<file path="src/rtl/radix_walk_pkg.sv">
// Package: shared widths, status codes and walker states.
// Assumes 64-bit table entries and a 32-bit process ID.
package radix_walk_pkg;
    localparam int WORD_W       = 64;
    localparam int PID_W        = 32;
    localparam int SHIFT_W      = 7;
    localparam int MIN_LVL_BITS = 5;
    localparam int MAX_LVL_BITS = 16;
    localparam int TREE_BIAS    = 19;

    typedef enum logic [2:0] {
        WS_OK      = 3'd0,
        WS_SEG     = 3'd1,
        WS_BADTREE = 3'd2,
        WS_NOPTE   = 3'd3,
        WS_PERM    = 3'd4,
        WS_RC      = 3'd5
    } walk_status_e;

    typedef enum logic [1:0] {
        ST_IDLE,
        ST_PRT,
        ST_DIR,
        ST_FIN
    } walk_state_e;
endpackage

</file>
<file path="src/rtl/rw_ptab_addr.sv">
// Forms the process-table entry address from the table base register,
// the effective PID and the quadrant bit. Assumes 16-byte entries and a
// size field in base[4:0] that selects how many PID bits replace base bits.
module rw_ptab_addr
    import radix_walk_pkg::*;
(
    input  logic [WORD_W-1:0] ptab_base,
    input  logic              quad3,
    input  logic [PID_W-1:0]  pid,
    output logic [WORD_W-1:0] addr
);
    localparam int MID_W = 24;

    logic [PID_W-1:0] eff_pid;
    logic [MID_W-1:0] mid_mask;
    logic             unused_ptab;

    // Kernel quadrant always indexes entry zero
    assign eff_pid  = quad3 ? '0 : pid;
    // Low size-field bits of the middle slice come from the PID
    assign mid_mask = (ptab_base[4:0] >= 5'(MID_W)) ? '1
                    : ((MID_W'(1) << ptab_base[4:0]) - MID_W'(1));
    assign addr = {8'h0, ptab_base[55:36],
                   (ptab_base[35:12] & ~mid_mask) | (eff_pid[31:8] & mid_mask),
                   eff_pid[7:0], 4'h0};
    assign unused_ptab = ^{ptab_base[63:56], ptab_base[11:5]};
endmodule

</file>
<file path="src/rtl/rw_dir_addr.sv">
// Forms a directory entry address from the level base, the effective
// address, the current shift and the level size. Assumes size <= 16.
module rw_dir_addr
    import radix_walk_pkg::*;
(
    input  logic [WORD_W-1:0]  base,
    input  logic [WORD_W-1:0]  ea,
    input  logic [SHIFT_W-1:0] shift,
    input  logic [4:0]         lvl_size,
    output logic [WORD_W-1:0]  addr
);
    logic [49:0] ea_sh;
    logic [16:0] idx_mask;
    logic        unused_dir;

    // Index bits for this level sit just above the current shift
    assign ea_sh    = ea[61:12] >> shift;
    assign idx_mask = (17'd1 << lvl_size) - 17'd1;
    assign addr = {8'h0, base[55:19],
                   (base[18:3] & ~idx_mask[15:0]) | (ea_sh[15:0] & idx_mask[15:0]),
                   3'b000};
    assign unused_dir = ^{base[63:56], base[2:0], ea[63:62], ea[11:0],
                          ea_sh[49:16], idx_mask[16]};
endmodule

</file>
<file path="src/rtl/rw_leaf_check.sv">
// Checks a leaf entry's access authority and reference/change bits and
// forms the real address. Permission failure outranks a ref/change failure.
module rw_leaf_check
    import radix_walk_pkg::*;
(
    input  logic [WORD_W-1:0]  pte,
    input  logic [WORD_W-1:0]  ea,
    input  logic [SHIFT_W-1:0] shift,
    input  logic               is_store,
    input  logic               is_ifetch,
    input  logic               is_priv,
    output walk_status_e       leaf_status,
    output logic [WORD_W-1:0]  leaf_ra
);
    logic        perm_ok;
    logic        rc_ok;
    logic [43:0] fin_mask;
    logic        unused_leaf;

    // Authority: privilege gate, then data or fetch rights
    assign perm_ok = (is_priv || !pte[3]) &&
                     (is_ifetch ? (pte[0] && !pte[5])
                                : (pte[1] || (pte[2] && !is_store)));
    // Reference always, change only for stores
    assign rc_ok   = pte[8] && (pte[7] || !is_store);

    // Fixed precedence of leaf faults
    always_comb begin
        if (!perm_ok)    leaf_status = WS_PERM;
        else if (!rc_ok) leaf_status = WS_RC;
        else             leaf_status = WS_OK;
    end

    // Page bits below the final shift come from the effective address
    assign fin_mask = (44'd1 << shift) - 44'd1;
    assign leaf_ra  = {8'h0, (pte[55:12] & ~fin_mask) | (ea[55:12] & fin_mask), ea[11:0]};
    assign unused_leaf = ^{pte[63:56], pte[11:9], pte[6], pte[4], ea[63:56]};
endmodule

</file>
<file path="src/rtl/radix_walker.sv">
// Radix tree walker: reads the process-table entry, validates segment and
// tree size, walks directory levels, checks the leaf. One read in flight;
// memory must return each read with mem_valid for one cycle.
module radix_walker
    import radix_walk_pkg::*;
(
    input  logic              clk,
    input  logic              rst_n,
    input  logic              req_valid,
    output logic              req_ready,
    input  logic [63:0]       req_ea,
    input  logic              req_store,
    input  logic              req_ifetch,
    input  logic              req_priv,
    input  logic [31:0]       req_pid,
    input  logic [63:0]       req_ptab,
    output logic              mem_req,
    output logic [63:0]       mem_addr,
    input  logic              mem_valid,
    input  logic [63:0]       mem_rdata,
    output logic              done,
    output logic [2:0]        status,
    output logic [63:0]       real_addr
);
    localparam logic [5:0]         MIN6 = 6'(MIN_LVL_BITS);
    localparam logic [5:0]         MAX6 = 6'(MAX_LVL_BITS);
    localparam logic [SHIFT_W-1:0] MINS = SHIFT_W'(MIN_LVL_BITS);
    localparam logic [SHIFT_W-1:0] MAXS = SHIFT_W'(MAX_LVL_BITS);

    walk_state_e        state;
    walk_status_e       status_q;
    logic [WORD_W-1:0]  ea_q, ptab_q, base_q, ra_q;
    logic [PID_W-1:0]   pid_q;
    logic [SHIFT_W-1:0] shift_q;
    logic [4:0]         size_q;
    logic               store_q, ifetch_q, priv_q;

    logic [WORD_W-1:0]  prt_addr, dir_addr, leaf_ra;
    walk_status_e       leaf_status;
    logic [5:0]         tree_sz, root_sz;
    logic [30:0]        seg_mask;
    logic [SHIFT_W-1:0] tree_lim, nls;
    logic               seg_bad, root_bad, dir_bad;

    rw_ptab_addr u_ptab (.ptab_base(ptab_q), .quad3(ea_q[63]), .pid(pid_q), .addr(prt_addr));
    rw_dir_addr  u_dir  (.base(base_q), .ea(ea_q), .shift(shift_q), .lvl_size(size_q),
                         .addr(dir_addr));
    rw_leaf_check u_leaf (.pte(mem_rdata), .ea(ea_q), .shift(shift_q), .is_store(store_q),
                          .is_ifetch(ifetch_q), .is_priv(priv_q),
                          .leaf_status(leaf_status), .leaf_ra(leaf_ra));

    // Process-table entry decode and segment / tree-size checks
    assign tree_sz  = {1'b0, mem_rdata[7:5], mem_rdata[62:61]};
    assign root_sz  = {1'b0, mem_rdata[4:0]};
    assign seg_mask = (31'd1 << tree_sz) - 31'd1;
    assign seg_bad  = (ea_q[63] ^ ea_q[62]) | (|(ea_q[61:31] & ~seg_mask));
    assign tree_lim = SHIFT_W'(tree_sz) + SHIFT_W'(TREE_BIAS);
    assign root_bad = (root_sz < MIN6) || (root_sz > MAX6) || (SHIFT_W'(root_sz) > tree_lim);
    // Non-leaf size check against the remaining shift
    assign nls      = SHIFT_W'(mem_rdata[4:0]);
    assign dir_bad  = (nls < MINS) || (nls > MAXS) || (nls > shift_q);

    // Walk state machine and result registers
    always_ff @(posedge clk) begin
        if (!rst_n) begin
            state    <= ST_IDLE;
            status_q <= WS_OK;
            ra_q     <= '0;
            ea_q     <= '0;
            ptab_q   <= '0;
            pid_q    <= '0;
            base_q   <= '0;
            shift_q  <= '0;
            size_q   <= '0;
            store_q  <= 1'b0;
            ifetch_q <= 1'b0;
            priv_q   <= 1'b0;
        end else begin
            case (state)
                ST_IDLE: if (req_valid) begin
                    ea_q     <= req_ea;
                    ptab_q   <= req_ptab;
                    pid_q    <= req_pid;
                    store_q  <= req_store;
                    ifetch_q <= req_ifetch;
                    priv_q   <= req_priv;
                    status_q <= WS_OK;
                    ra_q     <= '0;
                    state    <= ST_PRT;
                end
                ST_PRT: if (mem_valid) begin
                    if (seg_bad) begin
                        status_q <= WS_SEG;
                        state    <= ST_FIN;
                    end else if (root_bad) begin
                        status_q <= WS_BADTREE;
                        state    <= ST_FIN;
                    end else begin
                        shift_q <= tree_lim - SHIFT_W'(root_sz);
                        size_q  <= root_sz[4:0];
                        base_q  <= {8'h0, mem_rdata[55:8], 8'h0};
                        state   <= ST_DIR;
                    end
                end
                ST_DIR: if (mem_valid) begin
                    if (!mem_rdata[63]) begin
                        status_q <= WS_NOPTE;
                        state    <= ST_FIN;
                    end else if (mem_rdata[62]) begin
                        status_q <= leaf_status;
                        ra_q     <= (leaf_status == WS_OK) ? leaf_ra : '0;
                        state    <= ST_FIN;
                    end else if (dir_bad) begin
                        status_q <= WS_BADTREE;
                        state    <= ST_FIN;
                    end else begin
                        shift_q <= shift_q - nls;
                        size_q  <= mem_rdata[4:0];
                        base_q  <= {8'h0, mem_rdata[55:8], 8'h0};
                    end
                end
                ST_FIN:  state <= ST_IDLE;
                default: state <= ST_IDLE;
            endcase
        end
    end

    // Port views of the state
    assign req_ready = (state == ST_IDLE);
    assign mem_req   = (state == ST_PRT) || (state == ST_DIR);
    assign mem_addr  = (state == ST_PRT) ? prt_addr : dir_addr;
    assign done      = (state == ST_FIN);
    assign status    = status_q;
    assign real_addr = ra_q;
endmodule

</file>
<file path="config.mk">
export PLATFORM = sky130hd
export DESIGN_NAME = radix_walker
export DESIGN_NICKNAME = d
export VERILOG_FILES = /design/src/rtl/radix_walk_pkg.sv /design/src/rtl/rw_ptab_addr.sv /design/src/rtl/rw_dir_addr.sv /design/src/rtl/rw_leaf_check.sv /design/src/rtl/radix_walker.sv
export SDC_FILE = /design/constraint.sdc
export NUM_CORES = 1
export LEC_CHECK = 0
export BUFFER_PORTS_ARGS = -buffer_cell sky130_fd_sc_hd__buf_4
export CAP_MARGIN = 40
export CORE_AREA = 2 2 219 221
export DETAILED_ROUTE_END_ITERATION = 6
export DIE_AREA = 0 0 221 223
export GPL_TIMING_DRIVEN = 0
export PLACE_DENSITY_LB_ADDON = 0.25
export SYNTH_ARGS = -nofsm -noshare
export SYNTH_HDL_FRONTEND = slang
export SYNTH_SLANG_ARGS = --single-unit
</file>
<file path="constraint.sdc">
create_clock -name clk -period 4.5 [get_ports clk]
set_clock_uncertainty 0.05 [all_clocks]
set_input_delay 0.9 -clock clk [delete_from_list [all_inputs] [get_ports clk]]
set_output_delay 0.9 -clock clk [all_outputs]
set_load 0.05 [all_outputs]
</file>
==> flow_metrics.py, run 1 <==
metrics = {
    "die": {
        "start_util_pct": 35.6,
        "die_h_um": 223,
        "die_w_um": 221,
        "die_area_sq_um": 49300,
        "num_rows": 80,
        "core_sq_um": 47100,
        "io_pins": 365,
    },
    "worst_setup_path": {
        "crit_type": "reg -> out",
        "cp.arrival_ns": 3.50,
        "cp-start-kind": "flip-flop",
        "worstPathMaxFanout": 10,
        "end_kind": "output port",
        "required_ns": 3.55,
    },
    "synthesis": {
        "synth_edf_count": 0,
        "seq_area_frac_synth_pct": 32.1,
        "synth_ff_type": "dfxtp_1",
        "yosys_warnings": 0,
        "ys_types": 81,
        "synth_fa_ha_area_share_pct": 1.95,
        "synthSimpleGateAreaFrac_pct": 24.1,
        "synth_async_sr_flop_share_pct": 0,
        "synth_top_family_by_area": "compound AO/OA/AOI/OAI gates",
        "syn_area_per_cell_sq_um": 7.23,
        "syn_inst": 2323,
        "yosys_register_bits": 269,
        "synthMuxAreaShare_pct": 10.0,
        "synth_compound_area_share_pct": 24.3,
        "synth_xor_area_share_pct": 1.04,
        "syn_area_sq_um": 16800,
    },
    "global_route": {
        "grt_usage_pct": 32.8,
        "grt_pass1_vias": 18400,
        "gr-total-overflow": 0,
        "antenna_found_initial": 2,
        "grt_pass1_wl_um": 121000,
        "grt_max_degree": 14,
    },
    "routing": {
        "num_vias": 19300,
        "wl_per_cell_um": 25.1,
        "drt_iter0_drc": 2035,
        "vias_per_cell": 5.75,
        "first_pass_iters": 7,
        "drc": 1,
        "drtAntennaViolNets": 0,
        "routed_wl_um": 84100,
    },
    "clock_tree": {
        "clkLatencyLatePin_ns": 0.57,
        "clockBufferDepth": 3,
        "holdBufCountCts": 0,
        "cts-htree-levels": 2,
        "cts.sinks": 269,
        "cts_buffers": 34,
        "cts_root_buffer": "clkbuf_16",
        "tritoncts": "yes",
        "clk_pin_slew_worst_paths_ns": 0.06,
    },
    "sta": {
        "fin_crit_sh_pct": 99.0,
        "worst_slew_pin_slew_ns": 0.996,
        "finalSetupViolCount": 0,
        "grt_setup_unrepaired": "yes",
        "min_period_ns": 4.45,
        "fmax_ghz": 0.225,
        "slew_headroom_pct": 33.6,
        "finalHoldViolations": 0,
        "setup_tns_ns": 0,
        "slew_violations": 0,
    },
    "power": {
        "powerDensity_nw_per_um2": 627,
        "ir_drop_uv": 425,
        "p_leak_uw": 0.00866,
    },
    "place": {
        "gp_congestion": 1.03,
        "placed_cell_area_sq_um": 20200,
        "dp_hpwl_um": 66900,
        "io_buffers": 322,
    },
    "finish": {
        "num-nets-final": 2967,
        "drive_gt1_share_pct": 22.0,
        "final_common_cell": "nand2_1",
        "area_growth_pct": 29.5,
        "stdcell_area_sq_um": 21700,
        "layout_common_cells": "nand2_1, buf_4, dfxtp_1",
    },
    "outcome": {
        "violations": "DRC",
        "status": "finished, violations left",
    },
    "run": {
        "drv_cap": 0,
    },
    "min_path": {
        "hold_class": "reg -> reg",
    },
}
[state kept, by name (all words and copies together) (netlist names)]
| register | cells |
|---|---|
| shift_q | 7 |
| priv_q | 1 |
| status | 3 |
| state | 2 |
| real_addr | 56 |
| pid_q | 32 |
| store_q | 1 |
| ifetch_q | 1 |
| size_q | 5 |
| ptab_q | 49 |
| ea_q | 64 |
| base_q | 48 |
[final timing paths]
| path | start | endpoint | slack (ns) | cells past startpoint |
|---|---|---|---|---|
| worst max-delay path | shift_q[1] | mem_addr[7] | 0.05 | 11 |
| worst min-delay path | ptab_q[39] | ptab_q[39] | 0.40 | 2 |
| worst max register to register | shift_q[5] | real_addr[36] | 0.28 | 14 |
| worst min register to register | ptab_q[39] | ptab_q[39] | 0.40 | 2 |
[kinds of logic after synthesis]
| family | after synthesis |
|---|---|
| AO/OA/AOI/OAI | 670 |
| XOR/XNOR | 20 |
| other | 1 |
| AND/OR/NAND/NOR | 945 |
| adder cells (fa/ha/maj) | 25 |
| buffers and inverters | 257 |
| flip-flops | 269 |
| multiplexers | 136 |
[per-layer routing]
layer / up-vias / wire length [um] / share of wire (%) / track usage [%]
li1: 8844 / - / - / -
met4: 0 / 3190 / 3.8 / 11.6
met1: 9280 / 35700 / 42 / 43.7
met2: 1019 / 37600 / 45 / 52.4
met3: 147 / 7640 / 9.1 / 6.91
met5: - / 0 / 0 / 0
[final cells by class]
type                    count  area (sq um)
plain buffers             212          1040
inverters                  41           160
fillers                  4878         25400
clock buffers              46           986
clock inverters            15           210
repair buffers            338          2590
diodes                      2          5.00
flip-flops and latches    269          5390
well taps                 615           769
multi-input cells        1815         10600
[power by group]
part | internal [uW] | switching, uW
sequential | 2760 | 416
clock | 1780 | 1130
combinational | 2370 | 5170
total | 6920 | 6720
[per-stage QoR]
step	instances	setup WS, ns	total power (uW)	hold WS (ns)	utilization [%]
after detailed placement	3291	-1.01	10400	0.392	42.9
final	3353	0.0465	13600	0.401	46.1
after global placement	3278	-1.10	10300	0.389	42.5
after global routing	3351	-0.0208	14200	0.420	46.1
after floorplan	2341	0.294	7700	0.382	-
after CTS	3354	-0.00143	13400	0.400	45.8
[cells in the mapped netlist, types with 23 or more instances]
cell / count / share of area [%]
nor3_1: 30 / 0.89
ha_1: 23 / 1.7
buf_2: 24 / 0.72
nand3_1: 98 / 2.9
o21ai_0: 179 / 5.3
inv_1: 38 / 0.85
a31oi_1: 25 / 0.93
mux2i_1: 69 / 4.1
nor2_1: 178 / 4.0
dfxtp_1: 269 / 32
clkbuf_1: 145 / 3.2
a21oi_1: 218 / 6.5
a21boi_0: 100 / 4.5
nand2_1: 536 / 12
mux2_2: 46 / 3.1
[what timing repair did]
action	CTS	global route
hold endpoints to repair	0	0
setup buffers	1	1
pin swaps	3	4
setup endpoints to repair	100	80
gates resized for setup	76	47
gates cloned	1	0
[worst max-delay path: stages (launching register included)]
cell	delay (ns)
dfxtp_2	0.40
buf_4	0.24
buf_6	0.22
mux2i_1	0.12
nand2_1	0.08
o21ai_0	0.17
o21ai_0	0.61
a21oi_1	0.15
mux2_2	0.31
o22ai_1	0.24
a32o_1	0.19
buf_4	0.20
(Power assumes the default switching activity.)
==> run 2, diff against run 1 <==
CORE_AREA = 2 2 239 241   (was 2 2 219 221)
DIE_AREA = 0 0 241 243   (was 0 0 221 223)
SYNTH_HIERARCHICAL = 1   (was default)
==> run 2 against run 1 <==
  * The flow still finishes with violations (DRC)
  * Largest power group unchanged
  * Non-clock buffer count increased by 107
  * Via count increased by 4.4%
  * Synthesized cell count increased by 6.2%
  * Fmax decreased by 0.94%
  * Count of clock-buffer cells in the layout decreased by 2
  * Die area increased by 19%
  * Sequential power increased by 5%
  * First-iteration DRC count decreased by 11%
  * Flip-flop and latch count increased by 8
==> flow_metrics.py, run 2 <==
metrics = {
    "outcome": {
        "status": "finished, violations left",
        "violations": "DRC",
    },
    "die": {
        "die_w_um": 241,
        "die_h_um": 243,
        "io_pins": 365,
        "core_sq_um": 56000,
        "start_util_pct": 34.7,
        "num_rows": 87,
        "die_area_sq_um": 58600,
    },
    "place": {
        "dp_slack_ns": -1.54,
        "dpl.cell_count": 3599,
        "placed_cell_area_sq_um": 23100,
        "gp_congestion": 0.992,
        "dp_hpwl_um": 68400,
        "io_buffers": 332,
    },
    "finish": {
        "final_common_cell": "nand2_1",
        "stdcell_area_sq_um": 24700,
        "num-nets-final": 3142,
        "fillers": 5734,
        "layout_common_cells": "nand2_1, buf_4, dfxtp_1",
        "drive_gt1_share_pct": 28.4,
        "area_growth_pct": 27.3,
        "postLayoutCoreUtil_pct": 44.1,
        "layout.cells.non_filler": 3674,
    },
    "clock_tree": {
        "holdBufCountCts": 0,
        "clkLatencyLatePin_ns": 0.56,
        "cts_root_buffer": "clkbuf_16",
        "cts-htree-levels": 2,
        "clk_pin_slew_worst_paths_ns": 0.06,
        "clockBufferDepth": 3,
        "cts_buffers": 35,
        "cts.sinks": 277,
        "tritoncts": "yes",
    },
    "power": {
        "p_switching_uw": 6850,
        "ir_drop_uv": 307,
        "p_int_uw": 7590,
        "p_leak_uw": 0.00980,
        "comb_power_share_pct": 56.4,
        "switching_share_pct": 47.4,
        "clockPowerShare_pct": 20.4,
        "p_total_uw": 14400,
        "powerDensity_nw_per_um2": 585,
        "seq_power_share_pct": 23.2,
    },
    "global_route": {
        "use_met1_pct": 38.6,
        "grt_pass1_wl_um": 125000,
        "grt_pass1_vias": 19500,
        "busiest_layer": "met2",
        "grt_max_degree": 14,
        "use_met3_pct": 4.66,
        "grt_use_met2_pct": 44.8,
        "gr-total-overflow": 0,
        "grt_usage_pct": 28.6,
        "antenna_found_initial": 5,
    },
    "worst_setup_path": {
        "cp.arrival_ns": 4.94,
        "crit_type": "in -> reg",
        "crit_chain": "buf_4 > buf_6 > clkbuf_2 > nor2_4 > nand3_1 > ha_4 > clkbuf_8 > a221o_1 > mux2i_2 > nor4_2 > and4_4 > o2111ai_4 > or3b_4 > o22ai_2 > buf_6 > bufbuf_16 > mux2i_1",
        "critPathMaxStageDelay_ns": 0.45,
        "cp-start-kind": "primary input",
        "worstPathMaxFanout": 10,
        "end_kind": "flip-flop",
        "required_ns": 4.95,
        "cp_common_cell": "buf_6",
        "crit_path_top_delay_cell": "or3b_4",
    },
    "min_path": {
        "hold_class": "reg -> reg",
    },
    "run": {
        "drv_cap": 0,
    },
    "sta": {
        "slew_violations": 0,
        "grt_setup_unrepaired": "yes",
        "slew_headroom_pct": 40.7,
        "min_period_ns": 4.50,
        "fin_crit_sh_pct": 99.9,
        "finalHoldViolations": 0,
        "fmax_ghz": 0.222,
        "timing.final.ws_setup_ns": 0.00428,
        "finalSetupViolCount": 0,
        "worst_slew_pin_slew_ns": 0.890,
    },
    "routing": {
        "routed_wl_um": 85800,
        "wl_per_cell_um": 23.4,
        "drt_iter0_drc": 1817,
        "first_pass_iters": 7,
        "drtAntennaViolNets": 0,
        "num_vias": 20100,
        "vias_per_cell": 5.48,
        "drc": 3,
    },
    "synthesis": {
        "syn_area_sq_um": 19400,
        "yosys_warnings": 6,
        "syn_inst": 2466,
        "syn_area_per_cell_sq_um": 7.87,
    },
}
-- run 2: critical path, delay by kind of cell --
family | cells | cell delay, ns
buffers and inverters | 6 | 1.23
AO/OA/AOI/OAI | 3 | 0.70
multiplexers | 2 | 0.39
AND/OR/NAND/NOR | 5 | 1.51
adder cells (fa/ha/maj) | 1 | 0.20
-- run 2: path summary, 6_finish.rpt --
| path | from | end | slack (ns) | cells after the start |
|---|---|---|---|---|
| max | mem_rdata[7] | base_q[55] | 0.004 | 17 |
| min | pid_q[22] | pid_q[22] | 0.40 | 2 |
| max reg2reg | shift_q[3] | real_addr[18] | 0.25 | 12 |
| min reg2reg | pid_q[22] | pid_q[22] | 0.40 | 2 |
-- run 2: stage by stage --
step | hold WS (ns) | TNS (ns)
after floorplan | 0.382 | 0
after global placement | 0.390 | -94.31
after detailed placement | 0.396 | -92.53
after CTS | 0.404 | 0
after global routing | 0.420 | -0.0552
final | 0.399 | 0
-- run 2: final cells by class --
class	count	area (sq um)	share of cell area, %
diodes	6	15.0	0.0608
well taps	756	946	3.83
repair buffers	354	2780	11.2
clock buffers	44	981	3.97
clock inverters	19	214	0.867
multi-input cells	1871	12300	49.6
plain buffers	303	1790	7.25
inverters	44	168	0.679
flip-flops and latches	277	5550	22.5
-- run 2: power by group through the flow --
stage / clock (uW) / sequential (uW) / combinational, uW
2_1_floorplan: 0 / 3120 / 5370
3_3_place_gp: 0 / 3370 / 7630
3_5_place_dp: 0 / 3390 / 7770
4_1_cts: 3010 / 3350 / 7960
5_1_grt: 3100 / 3390 / 8650
6_report: 2940 / 3350 / 8140
-- run 2: metal layers --
| metal | share of wire [%] | wire (um) |
|---|---|---|
| met1 | 43 | 36900 |
| met3 | 7.7 | 6640 |
| met2 | 45 | 38500 |
| met5 | 0 | 0 |
| met4 | 4.5 | 3840 |
-- run 2: repair_timing --
| item | CTS | global route |
|---|---|---|
| pin swaps | 8 | 7 |
| gates resized for setup | 57 | 22 |
| setup endpoints to repair | 85 | 82 |
| gates cloned | 2 | 0 |
| setup buffers | 5 | 3 |
